## src/rtl/rdt_pkg.sv

```systemverilog
package rdt_pkg;

    // Register selector inside one channel's 16-byte window
    typedef enum logic [1:0] {
        REG_RELOAD = 2'd0,
        REG_CTRL   = 2'd1,
        REG_COUNT  = 2'd2,
        REG_STAT   = 2'd3
    } reg_sel_e;

    // Channel run mode, control bits 2:1
    typedef enum logic [1:0] {
        MODE_REPEAT  = 2'd0,
        MODE_ONESHOT = 2'd1,
        MODE_RSV2    = 2'd2,
        MODE_RSV3    = 2'd3
    } run_mode_e;

    // Control register layout: {mode, enable}
    typedef struct packed {
        run_mode_e mode;
        logic      irq_en;
    } chan_ctrl_t;

    localparam int CTRL_W = $bits(chan_ctrl_t);

    // Per-channel write strobes produced by the decoder
    typedef struct packed {
        logic reload_we;
        logic ctrl_we;
        logic stat_we;
    } chan_wr_t;

    function automatic logic halts_at_zero(run_mode_e m);
        return m == MODE_ONESHOT;
    endfunction

endpackage

```

## src/rtl/rdt_decode.sv

```systemverilog
module rdt_decode
    import rdt_pkg::*;
#(
    parameter int NUM_CH = 2,
    parameter int ADDR_W = 8
) (
    input  logic                  we_i,
    input  logic [ADDR_W-1:0]     addr_i,
    output chan_wr_t [NUM_CH-1:0] wr_o,
    output logic [ADDR_W-5:0]     rd_ch_o,
    output reg_sel_e              rd_reg_o,
    output logic                  rd_hit_o
);
    localparam int CH_W = ADDR_W - 4;

    logic     aligned;
    logic     mapped;
    reg_sel_e sel;

    always_comb begin
        aligned  = (addr_i[1:0] == 2'b00);
        sel      = reg_sel_e'(addr_i[3:2]);
        rd_ch_o  = addr_i[ADDR_W-1:4];
        rd_reg_o = sel;
        mapped   = 1'b0;
        for (int c = 0; c < NUM_CH; c++) begin
            if (addr_i[ADDR_W-1:4] == CH_W'(c)) mapped = 1'b1;
        end
        rd_hit_o = aligned && mapped;
        for (int c = 0; c < NUM_CH; c++) begin
            wr_o[c].reload_we = we_i && aligned && (addr_i[ADDR_W-1:4] == CH_W'(c)) && (sel == REG_RELOAD);
            wr_o[c].ctrl_we   = we_i && aligned && (addr_i[ADDR_W-1:4] == CH_W'(c)) && (sel == REG_CTRL);
            wr_o[c].stat_we   = we_i && aligned && (addr_i[ADDR_W-1:4] == CH_W'(c)) && (sel == REG_STAT);
        end
    end

endmodule

```

## src/rtl/rdt_chan.sv

```systemverilog
module rdt_chan
    import rdt_pkg::*;
#(
    parameter int CNT_W = 31
) (
    input  logic             clk,
    input  logic             rst,
    input  chan_wr_t         wr_i,
    input  logic [CNT_W:0]   wdata_i,
    output logic [CNT_W-1:0] reload_o,
    output logic [CNT_W-1:0] count_o,
    output chan_ctrl_t       ctrl_o,
    output logic             flag_o
);
    localparam int DW = CNT_W + 1;

    logic [CNT_W-1:0] reload_q, count_q, count_d;
    chan_ctrl_t       ctrl_q;
    logic             flag_q, flag_d;
    logic             load_cmd, load_now, expire, clr_req;

    always_comb begin
        load_cmd = wdata_i[DW-1];
        // A plain write to an idle counter starts it as well
        load_now = wr_i.reload_we && (load_cmd || count_q == '0);
        expire   = (count_q == CNT_W'(1)) && !load_now;
        clr_req  = wr_i.stat_we && wdata_i[0];

        if (load_now)
            count_d = wdata_i[CNT_W-1:0];
        else if (count_q != '0)
            count_d = count_q - CNT_W'(1);
        else if (!halts_at_zero(ctrl_q.mode))
            count_d = reload_q;
        else
            count_d = count_q;

        flag_d = expire | (flag_q & ~clr_req);
    end

    always_ff @(posedge clk) begin
        if (rst) begin
            reload_q <= '0;
            count_q  <= '0;
            ctrl_q   <= '0;
            flag_q   <= 1'b0;
        end else begin
            count_q <= count_d;
            flag_q  <= flag_d;
            if (wr_i.reload_we) reload_q <= wdata_i[CNT_W-1:0];
            if (wr_i.ctrl_we)   ctrl_q   <= chan_ctrl_t'(wdata_i[CTRL_W-1:0]);
        end
    end

    assign reload_o = reload_q;
    assign count_o  = count_q;
    assign ctrl_o   = ctrl_q;
    assign flag_o   = flag_q;

    AST_DEC_ONE: assert property (@(posedge clk) disable iff (rst)
        (count_q != '0 && !wr_i.reload_we) |=> count_q == $past(count_q) - CNT_W'(1));

    AST_FORCE_LOAD: assert property (@(posedge clk) disable iff (rst)
        (wr_i.reload_we && wdata_i[DW-1]) |=> count_q == $past(wdata_i[CNT_W-1:0]));

    AST_FLAG_AT_ZERO: assert property (@(posedge clk) disable iff (rst)
        $rose(flag_q) |-> count_q == '0);

    AST_ONESHOT_HALT: assert property (@(posedge clk) disable iff (rst)
        (ctrl_q.mode == MODE_ONESHOT && count_q == '0 && !wr_i.reload_we) |=> count_q == '0);

    AST_IDLE_NO_FLAG: assert property (@(posedge clk) disable iff (rst)
        (count_q == '0) |=> !$rose(flag_q));

    AST_HW_SET_WINS: assert property (@(posedge clk) disable iff (rst)
        (expire && clr_req) |=> flag_q);

    AST_CLEAR_TAKES: assert property (@(posedge clk) disable iff (rst)
        (clr_req && !expire) |=> !flag_q);

endmodule

```

## src/rtl/rdt_irq.sv

```systemverilog
module rdt_irq #(
    parameter int NUM_CH = 2
) (
    input  logic [NUM_CH-1:0] flag_i,
    input  logic [NUM_CH-1:0] en_i,
    output logic              irq_o
);
    assign irq_o = |(flag_i & en_i);
endmodule

```

## src/rtl/rdt_timer.sv

```systemverilog
module rdt_timer
    import rdt_pkg::*;
#(
    parameter int NUM_CH = 2,
    parameter int CNT_W  = 31,
    parameter int ADDR_W = 8
) (
    input  logic              clk,
    input  logic              rst,
    input  logic              bus_we,
    input  logic [ADDR_W-1:0] bus_addr,
    input  logic [CNT_W:0]    bus_wdata,
    output logic [CNT_W:0]    bus_rdata,
    output logic              irq
);
    localparam int DW   = CNT_W + 1;
    localparam int CH_W = ADDR_W - 4;

    chan_wr_t [NUM_CH-1:0] wr_v;
    logic [CH_W-1:0]       rd_ch;
    reg_sel_e              rd_reg;
    logic                  rd_hit;

    logic [CNT_W-1:0] reload_v [NUM_CH];
    logic [CNT_W-1:0] count_v  [NUM_CH];
    chan_ctrl_t       ctrl_v   [NUM_CH];
    logic [NUM_CH-1:0] flag_v, en_v;

    rdt_decode #(.NUM_CH(NUM_CH), .ADDR_W(ADDR_W)) u_decode (
        .we_i     (bus_we),
        .addr_i   (bus_addr),
        .wr_o     (wr_v),
        .rd_ch_o  (rd_ch),
        .rd_reg_o (rd_reg),
        .rd_hit_o (rd_hit)
    );

    for (genvar c = 0; c < NUM_CH; c++) begin : g_chan
        rdt_chan #(.CNT_W(CNT_W)) u_chan (
            .clk      (clk),
            .rst      (rst),
            .wr_i     (wr_v[c]),
            .wdata_i  (bus_wdata),
            .reload_o (reload_v[c]),
            .count_o  (count_v[c]),
            .ctrl_o   (ctrl_v[c]),
            .flag_o   (flag_v[c])
        );
        assign en_v[c] = ctrl_v[c].irq_en;
    end

    rdt_irq #(.NUM_CH(NUM_CH)) u_irq (
        .flag_i (flag_v),
        .en_i   (en_v),
        .irq_o  (irq)
    );

    always_comb begin
        bus_rdata = '0;
        for (int c = 0; c < NUM_CH; c++) begin
            if (rd_hit && rd_ch == CH_W'(c)) begin
                unique case (rd_reg)
                    REG_RELOAD: bus_rdata = {1'b0, reload_v[c]};
                    REG_CTRL:   bus_rdata = {{(DW-CTRL_W){1'b0}}, ctrl_v[c]};
                    REG_COUNT:  bus_rdata = {1'b0, count_v[c]};
                    REG_STAT:   bus_rdata = {{(DW-1){1'b0}}, flag_v[c]};
                endcase
            end
        end
    end

    AST_IRQ_NEEDS_FLAG: assert property (@(posedge clk) disable iff (rst)
        (flag_v == '0) |-> !irq);

    AST_IRQ_NEEDS_EN: assert property (@(posedge clk) disable iff (rst)
        irq |-> (en_v != '0));

endmodule

```

## config.mk

```make
export PLATFORM = sky130hd
export DESIGN_NAME = rdt_timer
export DESIGN_NICKNAME = d
export VERILOG_FILES = /design/src/rtl/rdt_pkg.sv /design/src/rtl/rdt_decode.sv /design/src/rtl/rdt_chan.sv /design/src/rtl/rdt_irq.sv /design/src/rtl/rdt_timer.sv
export SDC_FILE = /design/constraint.sdc
export NUM_CORES = 1
export LEC_CHECK = 0
export BUFFER_PORTS_ARGS = -buffer_cell sky130_fd_sc_hd__buf_2
export CORE_ASPECT_RATIO = 0.75
export CORE_MARGIN = 3
export CORE_UTILIZATION = 48
export CTS_BUF_LIST = sky130_fd_sc_hd__clkbuf_4 sky130_fd_sc_hd__clkbuf_8
export DETAILED_ROUTE_END_ITERATION = 6
export PLACE_DENSITY = 0.65
export SLEW_MARGIN = 20
export SYNTH_ARGS = -nofsm -noshare
export SYNTH_HDL_FRONTEND = slang
export SYNTH_SLANG_ARGS = --single-unit
```

## constraint.sdc

```tcl
create_clock -name clk -period 6.32 [get_ports clk]
set_input_delay 0.632 -clock clk [delete_from_list [all_inputs] [get_ports clk]]
set_output_delay 0.632 -clock clk [all_outputs]
set_load 0.01 [all_outputs]
```

==> impl_metrics.toml, run 1 <==
[final_layout]
layout-drive-gt1-share = 0.148
fin_cells = 1235
antenna_cells = 0
fin_util = 0.553
fillerInstances = 1512
final_nets = 1068
syn_to_final_growth_pct = 9.91

[sta]
fin_ws_ps = 2590
min_period_ps = 3730
final.setup.tns_ps = 0
maxSlewHeadroom = 0.250
fmax_mhz = 268
rsz0062_at_grt = "no"
whs_ps = 456
final_hold_viol_count = 0
worst_pin_slew_ps = 1120
finalMaxSlewViolations = 0
skew_ps = 10.9
setup_viol = 0
finalCritPeriodShare = 0.590

[die]
die_h_um = 117
die_w_um = 154
dieArea_um2 = 17900
core_um2 = 15600
num_io_pins = 76
initial_core_util = 0.503
fp-row-count = 39

[route]
firstDrtPassIters = 5
drt_iter0_drc = 745
via_per_inst = 6.04
ant_nets = 0
drc = 0
routed_wl_um = 25000
wl_per_cell_um = 20.3
num_vias = 7455

[flow_run]
drv_cap = 0

[global_route]
grt_pass1_vias = 6638
grt_max_degree = 66
grt.overflow.total = 0
antenna_found_initial = 0
grt_usage = 0.276
grt_pass1_wl_um = 38600

[clocking]
cts_resized = 0
cts_setup_buffers = 0
clock_latency_ps = 460
cts_tree = "done"
cts_buffers = 17
cts.sinks = 132
cts_hold_buffers = 0
clockBufferDepth = 2
clk_pin_slew_ps = 80
htreeDepth = 4
root_buffer = "clkbuf_8"

[yosys]
synthFlopType = "dfxtp_1"
yosys_register_bits = 132
seq_area_frac_synth = 0.337
syn_nets = 1032
synth_warnings = 0
synth.avg_cell_area_um2 = 7.99
syn_inst = 983
synthArstFlopShare = 0
synth_cell_types = 68
syn_area_um2 = 7850
synth_edf_count = 0

[setup_path]
cp-start-kind = "flop"
critPathKind = "reg2reg"
critPathRequiredTime_ps = 6660
cp_max_fo = 30
cp-end-kind = "flop"
cp_data_arrival_time_ps = 4070

[placement]
dpl.hpwl_um = 17600
place_ws_ps = 2660
placed_cells = 1205
gp_congestion = 0.909
portBuffers = 74

[pwr]
vdd_drop_max_mv = 0.191
intPower_mw = 2.08
combPwrFrac = 0.483
p_per_area_nw_per_um2 = 424
clkPwrFrac = 0.184
net-switching-power_mw = 1.57
sequentialPowerShare = 0.333
p_sw_frac = 0.430
p_leak_nw = 3.39

[hold_path]
hold_path.class = "reg2reg"

[run_status]
outcome = "completed"
-- worst max-delay path: stages, from the launching register on --
cell and delay [ps]:
dfxtp_1 400, nor4_4 550, nand4b_1 540, nor4_4 1030, buf_4 380, o21ai_2 340
o21ai_0 300, nor2_1 60
-- power groups by stage --
stage	Clock (mW)	Sequential, mW	Combinational, mW
after detailed placement	0	1.23	1.74
final	0.673	1.22	1.77
after floorplan	0	1.15	1.48
after CTS	0.681	1.21	1.76
after global placement	0	1.22	1.74
after global routing	0.720	1.24	1.95
-- cell type report --
| class | count | area, um2 | area share |
|---|---|---|---|
| timing repair buffer | 82 | 433 | 0.0502 |
| sequential | 132 | 2640 | 0.306 |
| clock buffer | 27 | 353 | 0.0409 |
| multi-input combinational | 777 | 4890 | 0.567 |
| tap | 205 | 256 | 0.0297 |
| clock inverter | 3 | 17.5 | 0.00203 |
| inverter | 9 | 33.8 | 0.00391 |
-- cells by family (layout without fill, tap and decap cells) --
family / Yosys count / count (layout) / share of synthesized area
AO/OA/AOI/OAI: 224 / 224 / 0.174
XOR/XNOR: 47 / 47 / 0.0524
adder cells (fa/ha/maj): 6 / 6 / 0.00956
buffers and inverters: 74 / 121 / 0.0443
flip-flops: 132 / 132 / 0.337
multiplexers: 89 / 89 / 0.118
other: 1 / 1 / 0.000478
AND/OR/NAND/NOR: 410 / 410 / 0.264
-- synth_stat cells (5+ instances only) --
cell type,count,area share
nand2_1,214,0.10
dfxtp_1,132,0.34
a21oi_1,87,0.055
mux2i_1,86,0.11
nor2_1,58,0.028
clkbuf_1,40,0.019
o21ai_0,33,0.021
o22ai_1,28,0.022
xnor2_1,25,0.028
xor2_1,22,0.025
nand3_1,20,0.013
nor3_1,19,0.012
o21ai_1,16,0.010
a22oi_1,15,0.014
nor4_1,14,0.011
and3_1,12,0.0096
buf_2,11,0.0070
nand4_1,10,0.0080
a211oi_1,9,0.0086
inv_1,9,0.0043
or4_1,8,0.0076
a31oi_1,7,0.0056
or3_1,7,0.0056
buf_6,6,0.0086
ha_1,6,0.0096
nor4_4,6,0.016
buf_1,5,0.0024
nor2b_1,5,0.0040
nor3b_1,5,0.0048
nor4_2,5,0.0080
o211ai_1,5,0.0048
-- sequential cells by signal, indices dropped and copies added (netlist names) --
signal / count
g_chan.u_chan.count_o: 62
g_chan.u_chan.reload_o: 62
g_chan.u_chan.ctrl_o: 6
g_chan.u_chan.flag_o: 2
-- through the flow --
stage	power, mW	area [um2]
finish	3.66	8630
global route	3.91	8630
CTS	3.65	8630
detailed placement	2.97	8260
global placement	2.96	8260
floorplan	2.63	7850
-- layer usage --
| metal | global-route usage | routed length, um |
|---|---|---|
| met1 | 0.422 | 12300 |
| met2 | 0.389 | 10400 |
| met3 | 0.0709 | 2160 |
| met4 | 0.0629 | 240 |
| met5 | 0 | 0 |
-- final timing paths --
path / from / to / slack, ps / cells after the start
worst max-delay path: g_chan[1].u_chan.count_o[4] / g_chan[1].u_chan.count_o[2] / 2590 / 7
worst min register to register: g_chan[1].u_chan.reload_o[27] / g_chan[1].u_chan.count_o[27] / 460 / 2
worst max register to register: g_chan[1].u_chan.count_o[4] / g_chan[1].u_chan.count_o[2] / 2590 / 7
worst min-delay path: g_chan[1].u_chan.reload_o[27] / g_chan[1].u_chan.count_o[27] / 460 / 2
-- layout by cell type, fill, tap and decap left out, types with 10 or more instances in the layout --
cell	netlist	layout
buf_2	11	73
o21ai_0	33	33
clkbuf_8	0	24
mux2i_1	86	86
dfxtp_1	132	132
nand3_1	20	20
nand4_1	10	10
nor3_1	19	19
nor2_1	58	57
a22oi_1	15	15
nor4_1	14	14
nand2_1	214	214
a21oi_1	87	87
and3_1	12	12
xnor2_1	25	25
o22ai_1	28	28
xor2_1	22	22
o21ai_1	16	14
Power figures use the tool's default switching activity.
==> inputs of run 2 (changes only) <==
--- a/config.mk
+++ b/config.mk
@@ -5,13 +5,14 @@
 export SDC_FILE = /design/constraint.sdc
 export NUM_CORES = 1
 export LEC_CHECK = 0
+export ABC_AREA = 1
 export BUFFER_PORTS_ARGS = -buffer_cell sky130_fd_sc_hd__buf_2
 export CORE_ASPECT_RATIO = 0.75
 export CORE_MARGIN = 3
 export CORE_UTILIZATION = 48
 export CTS_BUF_LIST = sky130_fd_sc_hd__clkbuf_4 sky130_fd_sc_hd__clkbuf_8
 export DETAILED_ROUTE_END_ITERATION = 6
-export PLACE_DENSITY = 0.65
+export PLACE_DENSITY = 0.67
 export SLEW_MARGIN = 20
 export SYNTH_ARGS = -nofsm -noshare
 export SYNTH_HDL_FRONTEND = slang
==> constraint.sdc (replaced) <==
create_clock -name clk -period 3.31 [get_ports clk]
set_input_delay 0.331 -clock clk [delete_from_list [all_inputs] [get_ports clk]]
set_output_delay 0.331 -clock clk [all_outputs]
set_load 0.01 [all_outputs]
==> impl_metrics.toml, run 2 <==
[run_status]
outcome = "completed"

[sta]
setup_viol = 0
rsz0062_at_grt = "no"
worst_pin_slew_ps = 904
finalCritPeriodShare = 0.802
fin_ws_ps = 654
finalMaxSlewViolations = 0
final.setup.tns_ps = 0
fmax_mhz = 377
skew_ps = 11.7
maxSlewHeadroom = 0.397
final_hold_viol_count = 0
min_period_ps = 2660

[yosys]
synth_commonest_cells = "nand2_1, nor2_1, inv_1"
synth.avg_cell_area_um2 = 6.28
synthFlopType = "dfxtp_1"
synth_warnings = 0
seq_area_frac_synth = 0.307
syn_inst = 1372
synth_top_area_frac = 0.307
syn_nets = 1421
yosys_register_bits = 132
synth_cell_types = 41
synth_edf_count = 0
yosysMostFrequentCell = "nand2_1"
yosys.area.top_type = "dfxtp_1"
synthArstFlopShare = 0
ys_top_cells_by_area = "dfxtp_1, nand2_1, nor2_1, o21ai_0, inv_1"
syn_area_um2 = 8610

[flow_run]
drv_cap = 0

[final_layout]
fillerInstances = 1792
final_common_cell = "nand2_1"
layout-drive-gt1-share = 0.133
syn_to_final_growth_pct = 10.8
final_nets = 1466
finalInstanceArea_um2 = 9540
most-common-layout-cells = "nand2_1, nor2_1, inv_1"
antenna_cells = 0
fin_util = 0.555

[pwr]
combPwrFrac = 0.580
vdd_drop_max_mv = 0.442
p_sw_frac = 0.515
net-switching-power_mw = 4.70
sequentialPowerShare = 0.238
clkPwrFrac = 0.182
p_leak_nw = 4.13
power.total_mw = 9.14
intPower_mw = 4.43
p_per_area_nw_per_um2 = 957

[global_route]
antenna_found_initial = 0
grt_usage = 0.334
grt_pass1_vias = 8707
grt_pass1_wl_um = 50400
grt.overflow.total = 0
grt_max_degree = 60

[placement]
dpl.hpwl_um = 24200
gp_congestion = 1.03
portBuffers = 74
place_ws_ps = 750
postPlaceCellArea_um2 = 9080

[die]
num_io_pins = 76
die_h_um = 122
fp-row-count = 41
die_w_um = 161
core_um2 = 17200
dieArea_um2 = 19600
initial_core_util = 0.501

[clocking]
clk_pin_slew_ps = 80
cts_resized = 0
clock_latency_ps = 470
cts.sinks = 132
cts_setup_buffers = 0
root_buffer = "clkbuf_8"
cts_buffers = 17
clockBufferDepth = 2
htreeDepth = 4
cts_tree = "done"
cts_hold_buffers = 0

[setup_path]
cp-end-kind = "flop"
critPathRequiredTime_ps = 3630
cp-start-kind = "flop"
critPathKind = "reg2reg"
cp_data_arrival_time_ps = 2970
cp_max_fo = 37

[hold_path]
hold_path.class = "in2reg"

[route]
wl_met1_um = 14800
routed_wl_um = 32500
dr_wl_met2_um = 13000
firstDrtPassIters = 6
drc = 0
num_vias = 9545
via_per_inst = 5.73
drt_iter0_drc = 1184
ant_nets = 0
wl_met3_um = 3500
highest_layer = "met4"
wl_per_cell_um = 19.5
## run 2: cell count changes in the layout (fill, tap and decap cells not counted), moves of 22 or more
cell and delta:
o22ai_1 +22, nand3_1 +57, a22o_1 +25, nor2_1 +165
xnor2_1 -25, o21ai_0 +95, mux2i_1 -86, inv_1 +149
nand2_1 +43, nand4_1 +24
## run 2: layer usage
| layer | up-vias | global-route usage |
|---|---|---|
| met5 | - | 0 |
| met4 | 0 | 0.118 |
| met3 | 78 | 0.0802 |
| met2 | 500 | 0.481 |
| met1 | 4363 | 0.485 |
| li1 | 4604 | - |
## run 2: cell type report
cell class | instances | area [um2] | area share
multi-input combinational | 1004 | 5010 | 0.525
sequential | 132 | 2640 | 0.277
timing repair buffer | 89 | 483 | 0.0506
tap | 236 | 295 | 0.0309
clock inverter | 9 | 175 | 0.0184
clock buffer | 23 | 292 | 0.0305
inverter | 173 | 649 | 0.0680
## run 2: path summary, 6_finish.rpt
check	startpoint	to	slack, ps	depth (start not counted)
max	g_chan[1].u_chan.count_o[0]	g_chan[1].u_chan.count_o[14]	650	11
min	bus_wdata[16]	g_chan[1].u_chan.count_o[16]	160	3
max reg2reg	g_chan[1].u_chan.count_o[0]	g_chan[1].u_chan.count_o[14]	650	11
min reg2reg	g_chan[0].u_chan.reload_o[28]	g_chan[0].u_chan.reload_o[28]	480	2
## run 2: per-stage QoR
step,std cells,hold slack (ps)
2_1_floorplan,1372,444
4_1_cts,1666,141
3_3_place_gp,1634,457
5_1_grt,1666,140
6_report,1666,159
3_5_place_dp,1634,465
## run 2: cell families (layout without fill, tap and decap cells)
| family | count (synthesis) | count (layout) | synth area share |
|---|---|---|---|
| other | 1 | 1 | 0.000436 |
| XOR/XNOR | 19 | 19 | 0.0193 |
| adder cells (fa/ha/maj) | 6 | 6 | 0.00872 |
| AO/OA/AOI/OAI | 324 | 324 | 0.213 |
| AND/OR/NAND/NOR | 654 | 654 | 0.340 |
| flip-flops | 132 | 132 | 0.307 |
| buffers and inverters | 236 | 294 | 0.112 |
## run 2: worst max-delay path: stages, from the launching register on
cell and delay, ps:
dfxtp_1 330, inv_1 180, ha_1 360, nand2_1 130
nor2_1 140, nand2_2 100, o21ai_2 170, nand2_4 290
nand2_2 400, inv_1 220, nand2_1 120, a21oi_1 70
## run 2: power groups by stage
stage | Combinational [mW] | Sequential, mW | Clock [mW]
2_1_floorplan | 3.89 | 2.09 | 0
3_3_place_gp | 5.11 | 2.20 | 0
3_5_place_dp | 5.11 | 2.19 | 0
4_1_cts | 5.15 | 2.16 | 1.67
5_1_grt | 5.94 | 2.20 | 1.74
6_report | 5.30 | 2.17 | 1.66
==> inputs of run 3 (changes only) <==
--- a/config.mk
+++ b/config.mk
@@ -5,7 +5,7 @@
 export SDC_FILE = /design/constraint.sdc
 export NUM_CORES = 1
 export LEC_CHECK = 0
-export ABC_AREA = 1
+export ABC_AREA = 0
 export BUFFER_PORTS_ARGS = -buffer_cell sky130_fd_sc_hd__buf_2
 export CORE_ASPECT_RATIO = 0.75
 export CORE_MARGIN = 3
==> constraint.sdc (replaced) <==
create_clock -name clk -period 2.3 [get_ports clk]
set_input_delay 0.23 -clock clk [delete_from_list [all_inputs] [get_ports clk]]
set_output_delay 0.23 -clock clk [all_outputs]
set_load 0.01 [all_outputs]
==> impl_metrics.toml, run 3 (same netlist as run 1, synthesis figures left out) <==
[run_status]
outcome = "completed"

[clocking]
clk_pin_slew_ps = 80
htreeDepth = 4
clockBufferDepth = 2
cts_tree = "done"
root_buffer = "clkbuf_8"
cts.sinks = 132
cts_hold_buffers = 0
cts_buffers = 17
clock_latency_ps = 460

[final_layout]
most-common-layout-cells = "nand2_1, dfxtp_1, buf_4"
fillerInstances = 1422
layout-drive-gt1-share = 0.242
final_common_cell = "nand2_1"
final_nets = 1170
syn_to_final_growth_pct = 21.4
antenna_cells = 0
fin_util = 0.610

[die]
initial_core_util = 0.503
dieArea_um2 = 17900
num_io_pins = 76
fp-row-count = 39
core_um2 = 15600
die_w_um = 154
die_h_um = 117

[global_route]
grt_pass1_wl_um = 41700
antenna_found_initial = 1
grt_usage = 0.297
grt.overflow.total = 0
grt_max_degree = 45
grt_pass1_vias = 7293

[route]
wl_per_cell_um = 20.1
num_vias = 8016
drc = 0
via_per_inst = 5.99
firstDrtPassIters = 5
routed_wl_um = 27000
ant_nets = 0
drt_iter0_drc = 835

[setup_path]
cp-start-kind = "flop"
cp_slowest_stage_delay_ps = 430
cp_data_arrival_time_ps = 2590
critPathRequiredTime_ps = 2640
cp_max_fo = 7
cp-end-kind = "flop"
cp_cell_sequence = "or3_4 -> or3_4 -> buf_4 -> nor3_4 -> nand2_1 -> nand2_1 -> buf_4 -> a21oi_1"
critPathKind = "reg2reg"
crit_path_top_delay_cell = "or3_4"

[sta]
finalMaxSlewViolations = 0
fmax_mhz = 443
final.setup.tns_ps = 0
skew_ps = 17.7
worst_pin_slew_ps = 713
setup_viol = 0
finalCritPeriodShare = 0.981
maxSlewHeadroom = 0.523
fin_ws_ps = 43.9
min_period_ps = 2260
final_hold_viol_count = 0

[pwr]
p_leak_nw = 3.94
clkPwrFrac = 0.165
p_per_area_nw_per_um2 = 1210
net-switching-power_mw = 4.88
p_sw_frac = 0.424
intPower_mw = 6.64
combPwrFrac = 0.563
sequentialPowerShare = 0.272
vdd_drop_max_mv = 0.677

[flow_run]
drv_cap = 0

[placement]
gp_congestion = 0.924
place_ws_ps = -25.1
dpl.hpwl_um = 20000
portBuffers = 74

[hold_path]
hold_path.class = "in2reg"
[run 3: changes by cell type in the layout (fill, tap and decap cells not counted), moves of 45 or more]
cell     change
inv_1      -149
nor2_1     -165
buf_4       +90
o21ai_0     -96
nand3_1     -57
nand2_1     -45
mux2i_1     +86
[run 3: final timing paths]
kind,start,to,slack (ps),cells past startpoint
worst max-delay path,g_chan[0].u_chan.count_o[17],g_chan[0].u_chan.count_o[4],40,8
worst min-delay path,bus_wdata[17],g_chan[0].u_chan.count_o[17],40,3
worst max register to register,g_chan[0].u_chan.count_o[17],g_chan[0].u_chan.count_o[4],40,8
worst min register to register,g_chan[1].u_chan.reload_o[25],g_chan[1].u_chan.count_o[25],460,2
[run 3: power by group through the flow]
stage	sequential, mW	clock [mW]	combinational, mW
4_1_cts	3.10	1.92	6.10
3_5_place_dp	3.16	0	6.05
3_3_place_gp	3.15	0	5.97
2_1_floorplan	3.15	0	4.07
6_report	3.13	1.91	6.48
5_1_grt	3.19	2.01	7.03
[run 3: area by class of cell]
class / count / area [um2] / share of cell area
multi-input cells: 777 / 4980 / 0.522
flip-flops and latches: 132 / 2650 / 0.278
repair buffers: 184 / 1250 / 0.131
clock buffers: 22 / 290 / 0.0305
well taps: 205 / 256 / 0.0269
clock inverters: 10 / 81.3 / 0.00853
inverters: 9 / 33.8 / 0.00354
[run 3: through the flow]
step           power, mW  instances  cell area, um2  hold slack (ps)
2_1_floorplan       7.22        983            7850              339
3_3_place_gp        9.12       1301            9010              443
3_5_place_dp        9.21       1301            9010              449
4_1_cts             11.1       1333            9390             26.5
5_1_grt             12.2       1339            9530             44.3
6_report            11.5       1339            9530             43.5
[run 3: critical path: cells and delay by family, from the launching register on]
family / cells / cell delay (ps)
flip-flops: 1 / 330
AO/OA/AOI/OAI: 1 / 50
buffers and inverters: 2 / 360
AND/OR/NAND/NOR: 5 / 1390
[run 3: layer usage]
layer	part of all wire	global-route usage	vias up
met5	0.00048	0	-
met4	0.023	0.100	2
met3	0.11	0.0709	52
met2	0.41	0.422	408
met1	0.46	0.442	3763
li1	-	-	3791
[run 3: what timing repair did]
action,CTS,global route
endpoints found under the setup margin,3,41
setup buffers,0,6
pin swaps,0,8
gates resized for setup,2,24
